**src/rtl/uart_fifo_pkg.sv**
```systemverilog
package uart_fifo_pkg;

  typedef enum logic [1:0] {
    TRIG_1  = 2'b00,
    TRIG_4  = 2'b01,
    TRIG_8  = 2'b10,
    TRIG_14 = 2'b11
  } trig_sel_e;

  function automatic logic [7:0] trig_bytes(trig_sel_e sel);
    case (sel)
      TRIG_1:  return 8'd1;
      TRIG_4:  return 8'd4;
      TRIG_8:  return 8'd8;
      default: return 8'd14;
    endcase
  endfunction

endpackage

```
**src/rtl/byte_fifo.sv**
```systemverilog
module byte_fifo #(
  parameter int DEPTH = 16,
  parameter int DW    = 8
) (
  input  logic                           clk,
  input  logic                           rst,
  input  logic                           flush,
  input  logic                           single,
  input  logic                           push,
  input  logic [DW-1:0]                  push_data,
  input  logic                           pop,
  output logic [DW-1:0]                  pop_data,
  output logic [$clog2(DEPTH+1)-1:0]     count,
  output logic [$clog2(DEPTH+1)-1:0]     count_nxt,
  output logic                           drop
);
  localparam int AW = $clog2(DEPTH);
  localparam int CW = $clog2(DEPTH+1);

  logic [DW-1:0] mem [DEPTH];
  logic [AW-1:0] wr_ptr, rd_ptr;
  logic          full, empty, push_ok, pop_ok;

  assign full    = single ? (count != '0) : (count == CW'(DEPTH));
  assign empty   = (count == '0);
  assign push_ok = push & ~full & ~flush;
  assign pop_ok  = pop & ~empty & ~flush;
  assign drop    = push & full & ~flush;

  always_comb begin
    count_nxt = count;
    if (flush)
      count_nxt = '0;
    else if (push_ok && !pop_ok)
      count_nxt = count + CW'(1);
    else if (pop_ok && !push_ok)
      count_nxt = count - CW'(1);
  end

  always_ff @(posedge clk) begin
    if (push_ok) mem[wr_ptr] <= push_data;
  end

  always_ff @(posedge clk) begin
    if (rst)         pop_data <= '0;
    else if (pop_ok) pop_data <= mem[rd_ptr];
  end

  always_ff @(posedge clk) begin
    if (rst || flush) begin
      wr_ptr <= '0;
      rd_ptr <= '0;
      count  <= '0;
    end else begin
      count <= count_nxt;
      if (push_ok) wr_ptr <= (wr_ptr == AW'(DEPTH-1)) ? '0 : wr_ptr + AW'(1);
      if (pop_ok)  rd_ptr <= (rd_ptr == AW'(DEPTH-1)) ? '0 : rd_ptr + AW'(1);
    end
  end

  // occupancy never exceeds the queue depth
  a_r2_count_bound: assert property (@(posedge clk) disable iff (rst)
    count <= CW'(DEPTH));

  // a flush leaves the queue empty on the next cycle
  a_r4_flush_empties: assert property (@(posedge clk) disable iff (rst)
    flush |=> (count == '0));

  // a refused push with no pop leaves the level alone
  a_r3_full_drop: assert property (@(posedge clk) disable iff (rst)
    (push && full && !pop && !flush) |=> (count == $past(count)));
endmodule

```
**src/rtl/fifo_ctl_reg.sv**
```systemverilog
module fifo_ctl_reg
  import uart_fifo_pkg::*;
(
  input  logic       clk,
  input  logic       rst,
  input  logic       wr,
  input  logic [7:0] wdata,
  output logic       en,
  output logic       dma,
  output trig_sel_e  thr,
  output logic       en_nxt,
  output logic       dma_nxt,
  output trig_sel_e  thr_nxt,
  output logic       flush_rx,
  output logic       flush_tx,
  output logic [7:0] rdata
);
  logic en_flip;

  assign en_flip  = wr & (wdata[0] ^ en);
  assign flush_rx = (wr & wdata[1]) | en_flip;
  assign flush_tx = (wr & wdata[2]) | en_flip;
  assign en_nxt   = wr ? wdata[0] : en;
  assign dma_nxt  = wr ? wdata[3] : dma;
  assign thr_nxt  = wr ? trig_sel_e'(wdata[7:6]) : thr;

  always_ff @(posedge clk) begin
    if (rst) begin
      en  <= 1'b0;
      dma <= 1'b0;
      thr <= TRIG_1;
    end else begin
      en  <= en_nxt;
      dma <= dma_nxt;
      thr <= thr_nxt;
    end
  end

  assign rdata = {thr, 2'b00, dma, 2'b00, en};

  // a write is reflected in the readback on the next cycle
  a_r6_readback: assert property (@(posedge clk) disable iff (rst)
    wr |=> (rdata[0] == $past(wdata[0]) && rdata[3] == $past(wdata[3])
            && rdata[7:6] == $past(wdata[7:6])));
endmodule

```
**src/rtl/dma_ready.sv**
```systemverilog
module dma_ready
  import uart_fifo_pkg::*;
#(
  parameter int DEPTH = 16
) (
  input  logic                        clk,
  input  logic                        rst,
  input  logic [$clog2(DEPTH+1)-1:0]  rx_nxt,
  input  logic [$clog2(DEPTH+1)-1:0]  tx_nxt,
  input  logic                        en_nxt,
  input  logic                        dma_nxt,
  input  trig_sel_e                   thr_nxt,
  output logic                        irq,
  output logic                        rxrdy_n,
  output logic                        txrdy_n
);
  localparam int CW = $clog2(DEPTH+1);

  logic [CW-1:0] thr_cnt, cap_cnt;
  logic          rx_hold, tx_hold, rx_hold_d, tx_hold_d, mode1;
  logic [7:0]    tb;

  assign tb      = trig_bytes(thr_nxt);
  assign thr_cnt = en_nxt ? tb[CW-1:0] : CW'(1);
  assign cap_cnt = en_nxt ? CW'(DEPTH) : CW'(1);
  assign mode1   = en_nxt & dma_nxt;

  always_comb begin
    rx_hold_d = rx_hold;
    if (rx_nxt == '0)          rx_hold_d = 1'b0;
    else if (rx_nxt >= thr_cnt) rx_hold_d = 1'b1;
    tx_hold_d = tx_hold;
    if (tx_nxt == '0)           tx_hold_d = 1'b1;
    else if (tx_nxt >= cap_cnt) tx_hold_d = 1'b0;
  end

  always_ff @(posedge clk) begin
    if (rst) begin
      rx_hold <= 1'b0;
      tx_hold <= 1'b1;
      irq     <= 1'b0;
      rxrdy_n <= 1'b1;
      txrdy_n <= 1'b0;
    end else begin
      rx_hold <= rx_hold_d;
      tx_hold <= tx_hold_d;
      irq     <= (rx_nxt >= thr_cnt);
      rxrdy_n <= mode1 ? ~rx_hold_d : (rx_nxt == '0);
      txrdy_n <= mode1 ? ~tx_hold_d : (tx_nxt != '0);
    end
  end
endmodule

```
**src/rtl/uart_fifo_ctl.sv**
```systemverilog
module uart_fifo_ctl
  import uart_fifo_pkg::*;
#(
  parameter int DEPTH = 16,
  parameter int DW    = 8
) (
  input  logic                        clk,
  input  logic                        rst,
  input  logic                        ctl_wr,
  input  logic [7:0]                  ctl_wdata,
  output logic [7:0]                  ctl_rdata,
  input  logic                        rx_push,
  input  logic [DW-1:0]               rx_push_data,
  input  logic                        rx_pop,
  output logic [DW-1:0]               rx_pop_data,
  output logic [$clog2(DEPTH+1)-1:0]  rx_level,
  output logic                        rx_overrun,
  input  logic                        tx_push,
  input  logic [DW-1:0]               tx_push_data,
  input  logic                        tx_pop,
  output logic [DW-1:0]               tx_pop_data,
  output logic [$clog2(DEPTH+1)-1:0]  tx_level,
  output logic                        rx_trig_irq,
  output logic                        rxrdy_n,
  output logic                        txrdy_n
);
  localparam int CW = $clog2(DEPTH+1);

  logic          en, dma, en_nxt, dma_nxt, flush_rx, flush_tx;
  trig_sel_e     thr, thr_nxt;
  logic [CW-1:0] rx_nxt, tx_nxt;
  logic          rx_drop, tx_drop;

  fifo_ctl_reg u_ctl (
    .clk, .rst, .wr(ctl_wr), .wdata(ctl_wdata),
    .en, .dma, .thr, .en_nxt, .dma_nxt, .thr_nxt,
    .flush_rx, .flush_tx, .rdata(ctl_rdata)
  );

  byte_fifo #(.DEPTH(DEPTH), .DW(DW)) u_rxq (
    .clk, .rst, .flush(flush_rx), .single(~en),
    .push(rx_push), .push_data(rx_push_data), .pop(rx_pop),
    .pop_data(rx_pop_data), .count(rx_level), .count_nxt(rx_nxt),
    .drop(rx_drop)
  );

  byte_fifo #(.DEPTH(DEPTH), .DW(DW)) u_txq (
    .clk, .rst, .flush(flush_tx), .single(~en),
    .push(tx_push), .push_data(tx_push_data), .pop(tx_pop),
    .pop_data(tx_pop_data), .count(tx_level), .count_nxt(tx_nxt),
    .drop(tx_drop)
  );

  dma_ready #(.DEPTH(DEPTH)) u_rdy (
    .clk, .rst, .rx_nxt, .tx_nxt, .en_nxt, .dma_nxt, .thr_nxt,
    .irq(rx_trig_irq), .rxrdy_n, .txrdy_n
  );

  always_ff @(posedge clk) begin
    if (rst || flush_rx) rx_overrun <= 1'b0;
    else if (rx_drop)    rx_overrun <= 1'b1;
  end

  logic [7:0] thr_b;
  assign thr_b = trig_bytes(thr);

  // interrupt tracks level against the selected threshold
  a_r7_irq_level: assert property (@(posedge clk) disable iff (rst)
    rx_trig_irq == (rx_level >= (en ? thr_b[CW-1:0] : CW'(1))));

  // mode 0 receive pin follows non-empty
  a_r8_mode0_rx: assert property (@(posedge clk) disable iff (rst)
    !(en && dma) |-> (rxrdy_n == (rx_level == '0)));

  // mode 1 transmit pin is inactive when the queue is full
  a_r9_mode1_tx_full: assert property (@(posedge clk) disable iff (rst)
    (en && dma && tx_level == CW'(DEPTH)) |-> txrdy_n);

  // with queueing off each side holds at most one byte
  a_r10_single_byte: assert property (@(posedge clk) disable iff (rst)
    !en |-> (rx_level <= CW'(1) && tx_level <= CW'(1)));

  // a dropped receive byte raises the overrun flag
  a_r3_overrun_set: assert property (@(posedge clk) disable iff (rst)
    (rx_drop && !flush_rx) |=> rx_overrun);
endmodule

```
**config.mk**
```make
export PLATFORM = sky130hd
export DESIGN_NAME = uart_fifo_ctl
export DESIGN_NICKNAME = d
export VERILOG_FILES = /design/src/rtl/uart_fifo_pkg.sv /design/src/rtl/byte_fifo.sv /design/src/rtl/fifo_ctl_reg.sv /design/src/rtl/dma_ready.sv /design/src/rtl/uart_fifo_ctl.sv
export SDC_FILE = /design/constraint.sdc
export NUM_CORES = 1
export LEC_CHECK = 0
export BUFFER_PORTS_ARGS = -buffer_cell sky130_fd_sc_hd__buf_4
export CAP_MARGIN = 20
export CORE_ASPECT_RATIO = 1.2
export CORE_MARGIN = 1.5
export CORE_UTILIZATION = 57
export CTS_CLUSTER_DIAMETER = 80
export CTS_CLUSTER_SIZE = 20
export DETAILED_ROUTE_END_ITERATION = 10
export PLACE_DENSITY = 0.76
export RECOVER_POWER = 100
export SETUP_SLACK_MARGIN = 0.4
export SLEW_MARGIN = 25
export SYNTH_ARGS = -nofsm -noshare
export SYNTH_HDL_FRONTEND = slang
export SYNTH_SLANG_ARGS = --single-unit
```
**constraint.sdc**
```tcl
create_clock -name clk -period 3.4 [get_ports clk]
set_input_delay 0 -clock clk [delete_from_list [all_inputs] [get_ports clk]]
set_output_delay 0 -clock clk [all_outputs]
set_load 0.03 [all_outputs]
```
==> impl_metrics.tcl, run 1 <==
set metrics [dict create \
    path_cells "clkinvlp_2, ha_4, or4b_4, o22ai_4, xnor2_2, xnor2_1, nand2_1, ha_1, nand2b_4, a21o_1, a21oi_1, nor2b_1, nor4_2, a211o_1" \
    hpwl_mm 17.4 \
    die_x_um 140 \
    r2r_setup_slack_ps 330 \
    drive_above_1_share 0.175 \
    place_inst 1109 \
    end_kind "register" \
    finalHoldViolations 0 \
    crit-reg2reg-launch "u_rxq.count[0]$_SDFF_PP0_" \
    clock_path_buffers 3 \
    fp.dieArea_um2 23500 \
    final_cells 1182 \
    min_to "u_txq.count[0]$_SDFF_PP0_" \
    antenna_left 0 \
    power.density_nw_per_um2 629 \
    io_pins 69 \
    gp_congestion 0.945 \
    overflow 0 \
    rsz0062_at_grt "true" \
    outcome "finished clean" \
    design_area_um2 14500 \
    cts.clk_slew.worst_paths_ps 80 \
    setup_viol 0 \
    cpPeakStageDelay_ps 530 \
    regToRegEndpoint "u_rdy.rxrdy_n$_SDFF_PP1_" \
    grt_pass1_vias 7414 \
    row_count 60 \
    vias 7214 \
    setup_tns_ps 0 \
    path_class "register to register" \
    ys_async_sr_fraction 0 \
    cts_sinks 308 \
    io_buffers 62 \
    place_area_um2 13700 \
    synth_edf_count 256 \
    ys_ff_latch 308 \
    ys_warn_count 0 \
    drt_iter0_markers 545 \
    ys_seq_area_frac 0.678 \
    cts-root-buf "clkbuf_16" \
    crit_family "simple AND/OR/NAND/NOR gates" \
    antenna_found_initial 0 \
    start_kind "register" \
    drv_slew 0 \
    syn_inst 782 \
    fin_crit_ps 3070 \
    place_ws_ps 253 \
    skew_ps 14.4 \
    n_antenna_cell 0 \
    cts_made_buffers 19 \
    r2r_cells 14 \
    clk_latency_ps 520 \
    hold_depth 4 \
    die_h_um 168 \
    fillers 1560 \
    dr.pass1.iters 5 \
    fmax_mhz 325 \
    grt_pass1_wl_mm 40.8 \
    finalWorstSetupSlack_ps 326 \
    h-tree-depth 1 \
    p_leak_uw 0.00453 \
    synth_area_um2 12900 \
    period_share 0.904 \
    wire_per_inst_um 22.1 \
    drc_errors 0 \
    maxCapViolations 0 \
    path_buf_inv 1 \
    min_path_type "primary input to register" \
    synth_flop_cell "edfxtp_1" \
    grt_max_degree 38 \
    coreArea_um2 22300 \
    synth.distinct_cells 74 \
    avgSynthCellArea_um2 16.5 \
    worst_path_max_delay_cell "or4b_4" \
    fin_nets 945 \
    required_ps 3860 \
    area_growth_pct 12.6 \
    worst_pin_slew_ps 833 \
    wl_mm 26.1 \
    start_util 0.577 \
    grt_usage 0.226 \
    crit_arrival_ps 3530 \
    hp-start "ctl_wdata[0]" \
    routed_via_density 6.10 \
    ir_drop_mv 0.525 \
    tritoncts "yes" \
    slew_headroom 0.443 \
    cp_max_fo 6 \
]
[how the worst max path moves through the flow]
stage                               from                        end  slack, ps  cells after the start
5_1_grt        u_txq.count[1]$_SDFF_PP0_  u_txq.mem[4][3]$_DFFE_PP_        190                      8
3_3_place_gp   u_rxq.count[1]$_SDFF_PP0_   u_rdy.rxrdy_n$_SDFF_PP1_        360                     14
4_1_cts        u_txq.count[0]$_SDFF_PP0_   u_rdy.txrdy_n$_SDFF_PP0_        420                     11
3_5_place_dp   u_rxq.count[1]$_SDFF_PP0_   u_rdy.rxrdy_n$_SDFF_PP1_        250                     14
2_1_floorplan  u_rxq.count[1]$_SDFF_PP0_   u_rdy.rxrdy_n$_SDFF_PP1_        390                     15
6_report       u_rxq.count[0]$_SDFF_PP0_   u_rdy.rxrdy_n$_SDFF_PP1_        330                     14
[metal layers]
metal / up-vias / track usage / share of wire
li1: 3256 / - / -
met1: 3685 / 0.272 / 0.38
met2: 207 / 0.422 / 0.55
met3: 66 / 0.0255 / 0.041
met4: 0 / 0.0783 / 0.033
met5: - / 0 / 0
[area by class of cell]
cell class | instances | area [um^2] | area share
clock inverter | 3 | 47.5 | 0.00328
sequential | 308 | 8730 | 0.603
inverter | 12 | 48.8 | 0.00337
clock buffer | 29 | 513 | 0.0354
timing repair buffer | 133 | 846 | 0.0584
multi-input combinational | 418 | 3950 | 0.273
tap | 279 | 349 | 0.0241
[flip-flops by register name, summed over array words and instances, names as in the netlist, 5 cells and up]
| name | cells |
|---|---|
| u_rxq.count | 5 |
| u_rxq.mem | 128 |
| u_rxq.pop_data | 8 |
| u_txq.count | 5 |
| u_txq.mem | 128 |
| u_txq.pop_data | 8 |
[Yosys cell counts (2+ instances only)]
cell type,instances,area [um^2]
nor2b_1,6,37.5
nand3_1,3,15.0
inv_1,12,45.0
nor4_1,2,12.5
xor2_1,7,61.3
o32ai_1,2,17.5
clkbuf_1,22,82.6
mux4_2,80,1800
o31ai_1,3,22.5
ha_1,22,275
nand4_1,2,12.5
nor3b_1,4,30.0
buf_2,13,65.1
nor3_1,15,75.1
buf_6,2,22.5
buf_1,4,15.0
nor4b_1,2,17.5
o21a_1,4,30.0
and3_1,2,12.5
dfxtp_1,52,1040
o21ai_0,9,45.0
or2_2,2,12.5
a31oi_1,3,18.8
o2111ai_1,2,17.5
a21oi_1,37,185
xnor2_1,7,61.3
or3_1,4,25.0
buf_4,6,45.0
nand2_1,74,278
a311oi_1,2,17.5
mux2i_1,8,80.1
and2_1,2,12.5
a211oi_1,2,15.0
nand2b_1,9,56.3
or4_1,2,15.0
nor2_1,59,221
o211ai_1,2,15.0
maj3_1,2,20.0
edfxtp_1,256,7690
[cell families (layout without fill, tap and decap cells)]
kind of cell / after synthesis / after routing / share of synthesized area
and+or+nand+nor: 202 / 202 / 0.0764
other: 1 / 4 / 0.000291
DFF: 308 / 308 / 0.678
adders and majority gates: 24 / 24 / 0.0229
AOI/OAI and AO/OA: 86 / 86 / 0.0448
xor gates and xnor gates: 14 / 14 / 0.00953
muxes: 88 / 88 / 0.146
buffers and inverters: 59 / 177 / 0.0214
[report_power, final]
group          switching, uW  total (uW)  internal, uW
logic                   1360        2400          1040
registers                139        4400          4260
clock network           1180        2310          1130
total                   2670        9110          6440
[layout by cell type (no fill, tap or decap), types with 21 or more instances in the layout]
cell type      count
dfxtp_1           49
nand2_1           73
edfxtp_1         256
mux4_2            80
buf_4             27
ha_1              21
clkbuf_1          80
dlygate4sd3_1     34
nor2_1            59
a21oi_1           37
[repair_timing]
| action | 4_1_cts | 5_1_grt |
|---|---|---|
| pin swaps | 2 | 9 |
| hold endpoints to repair | 287 | 0 |
| buffers inserted | 1 | 6 |
| hold buffers | 34 | 0 |
| resized for setup | 6 | 7 |
| endpoints found under the setup margin | 3 | 5 |
[stage by stage]
stage                util  hold WS, ps  total power [uW]
finish              0.650          206              9110
global route        0.650          251              9500
CTS                 0.659          200              9120
detailed placement  0.617          280              6750
global placement    0.617          268              6650
floorplan               -         98.9              6170
[tightest hold or removal path: stages]
cell and delay [ps]:
buf_4 90, xor2_1 100, o21a_1 250, nor3b_1 210
(Power assumes the default switching activity.)
==> run 2: changes to the inputs <==
--- a/config.mk
+++ b/config.mk
@@ -21,2 +21,3 @@
 export SYNTH_HDL_FRONTEND = slang
+export SYNTH_HIERARCHICAL = 1
 export SYNTH_SLANG_ARGS = --single-unit
==> constraint.sdc (replaced) <==
create_clock -name clk -period 3.4 [get_ports clk]
set_input_delay 0.17 -clock clk [delete_from_list [all_inputs] [get_ports clk]]
set_output_delay 0.17 -clock clk [all_outputs]
set_load 0.03 [all_outputs]
==> run 2 against run 1 <==
- sequential power shrank 2%
- global-route usage shrank 0.34 points
- core utilization is 0.12 points higher
- clock power fell by 4%
- setup slack lost 29 ps
- total power decreased by 11%
- non-clock buffer count up 2
- design area rose by 0.52%
- combinational power is 36% lower
- register-to-register slack got worse by 30 ps
- final cell count grew 0.17%
- fmax is 0.92% lower
- critical path type unchanged
- largest cell class unchanged
- largest power group unchanged
==> impl_metrics.tcl, run 2 <==
set metrics [dict create \
    drive_above_1_share 0.207 \
    crit-reg2reg-launch "u_rxq/count[0]$_SDFF_PP0_" \
    slew_headroom 0.106 \
    end_kind "register" \
    regToRegEndpoint "u_rdy/rxrdy_n$_SDFF_PP1_" \
    finalWorstSetupSlack_ps 297 \
    cts_sinks 308 \
    start_util 0.580 \
    synth_area_um2 13000 \
    path_cells "inv_1, ha_1, or3b_4, a211oi_4, buf_4, a22oi_1, mux2_2, ha_1, and4b_1, o21ai_1, a31o_1" \
    fin_crit_ps 3100 \
    overflow 0 \
    grt_pass1_wl_mm 41.0 \
    syn_inst 785 \
    setup_viol 0 \
    setup_tns_ps 0 \
    p_leak_uw 0.00466 \
    cpPeakStageDelay_ps 480 \
    crit_arrival_ps 3500 \
    antenna_found_initial 0 \
    outcome "finished clean" \
    path_class "register to register" \
    cts_made_buffers 19 \
    finalHoldViolations 0 \
    io_pins 69 \
    period_share 0.913 \
    cp_max_fo 7 \
    grt_pass1_vias 7575 \
    drt_iter0_markers 635 \
    cts.clk_slew.worst_paths_ps 80 \
    worst_path_max_delay_cell "or3b_4" \
    min_path_type "primary input to register" \
    drv_slew 0 \
    clock_path_buffers 3 \
    grt_max_degree 37 \
    coreArea_um2 22400 \
    wire_per_inst_um 22.2 \
    antenna_left 0 \
    worst_pin_slew_ps 1340 \
    ys_warn_count 6 \
    ir_drop_mv 0.583 \
    vias 7337 \
    avgSynthCellArea_um2 16.5 \
    drc_errors 0 \
    n_antenna_cell 0 \
    r2r_cells 11 \
    row_count 60 \
    wl_mm 26.3 \
    fillers 1584 \
    crit_top_cell "ha_1" \
    reg.largest.list "u_rxq/mem x128, u_txq/mem x128" \
    dr.pass1.iters 5 \
    clk_latency_ps 500 \
    io_buffers 62 \
    skew_ps 9.03 \
    fin_hold_ws_ps 23.6 \
    gp_congestion 0.908 \
    final_util 0.651 \
    power.density_nw_per_um2 554 \
    hold_depth 3 \
    cts-root-buf "clkbuf_16" \
    fin_nets 943 \
    mostFrequentLayoutCell "edfxtp_1" \
    h-tree-depth 1 \
    fmax_mhz 322 \
    rsz0062_at_grt "true" \
    cp-endpoint "u_rdy/rxrdy_n$_SDFF_PP1_" \
    tritoncts "yes" \
    r2r_setup_slack_ps 300 \
    maxCapViolations 0 \
    routed_via_density 6.20 \
    start_kind "register" \
    area_growth_pct 12.2 \
    place_ws_ps 203 \
    mostFrequentLayoutCells "edfxtp_1 (256), buf_4 (65), mux4_2 (64), clkbuf_1 (63), dfxtp_1 (49)" \
    grt_usage 0.223 \
    die_x_um 141 \
    hpwl_mm 17.7 \
    required_ps 3800 \
    die_h_um 168 \
    cp-startpoint "u_rxq/count[0]$_SDFF_PP0_" \
    fp.dieArea_um2 23700 \
]
==> run 2: worst min-delay path by stage <==
stage / startpoint / to
after CTS: ctl_wdata[3] / u_ctl/dma$_SDFF_PP0_
after global routing: ctl_wdata[3] / u_ctl/dma$_SDFF_PP0_
after floorplan: rst / u_ctl/thr[1]$_SDFF_PP0_
after detailed placement: u_rdy/rx_hold$_SDFF_PP0_ / u_rdy/rx_hold$_SDFF_PP0_
after global placement: u_rdy/rx_hold$_SDFF_PP0_ / u_rdy/rx_hold$_SDFF_PP0_
final: ctl_wdata[3] / u_ctl/dma$_SDFF_PP0_
==> run 2: critical path: cells and delay by family (launching register included) <==
family,cells,cell delay (ps)
buf+inv,2,290
simple gates,2,670
flops,1,370
fa+ha+maj,2,660
compound gates,4,700
mux,1,320
==> run 2: metrics by stage <==
| stage | cell area (um^2) | total power [uW] | instances |
|---|---|---|---|
| 6_report | 14600 | 8070 | 1184 |
| 5_1_grt | 14600 | 8360 | 1184 |
| 4_1_cts | 14700 | 8020 | 1175 |
| 3_5_place_dp | 13900 | 5800 | 1123 |
| 3_3_place_gp | 13900 | 5730 | 1123 |
| 2_1_floorplan | 13000 | 5380 | 788 |
==> run 2: metal layers <==
layer	GRT usage	part of all wire
met4	0.0525	0.020
met5	0	0
met1	0.275	0.39
met3	0.0213	0.037
met2	0.423	0.56
==> run 2: cell type report <==
type / count / area [um^2] / share of cell area
Clock inverter: 3 / 25.0 / 0.00172
Tap cell: 279 / 349 / 0.0240
Inverter: 22 / 85.1 / 0.00584
Timing Repair Buffer: 135 / 866 / 0.0595
Multi-Input combinational cell: 406 / 3980 / 0.273
Sequential cell: 308 / 8740 / 0.600
Clock buffer: 31 / 520 / 0.0357
==> run 2: report_power, final <==
group / switching [uW] / internal, uW
logic: 896 / 639
clock network: 1150 / 1070
registers: 96.9 / 4210
==> run 2: timing repair <==
item,CTS,global route
hold buffers,17,0
pin swaps,2,11
buffers inserted,1,9
setup endpoints to repair,4,5
resized for setup,6,23
endpoints found under the hold margin,257,0
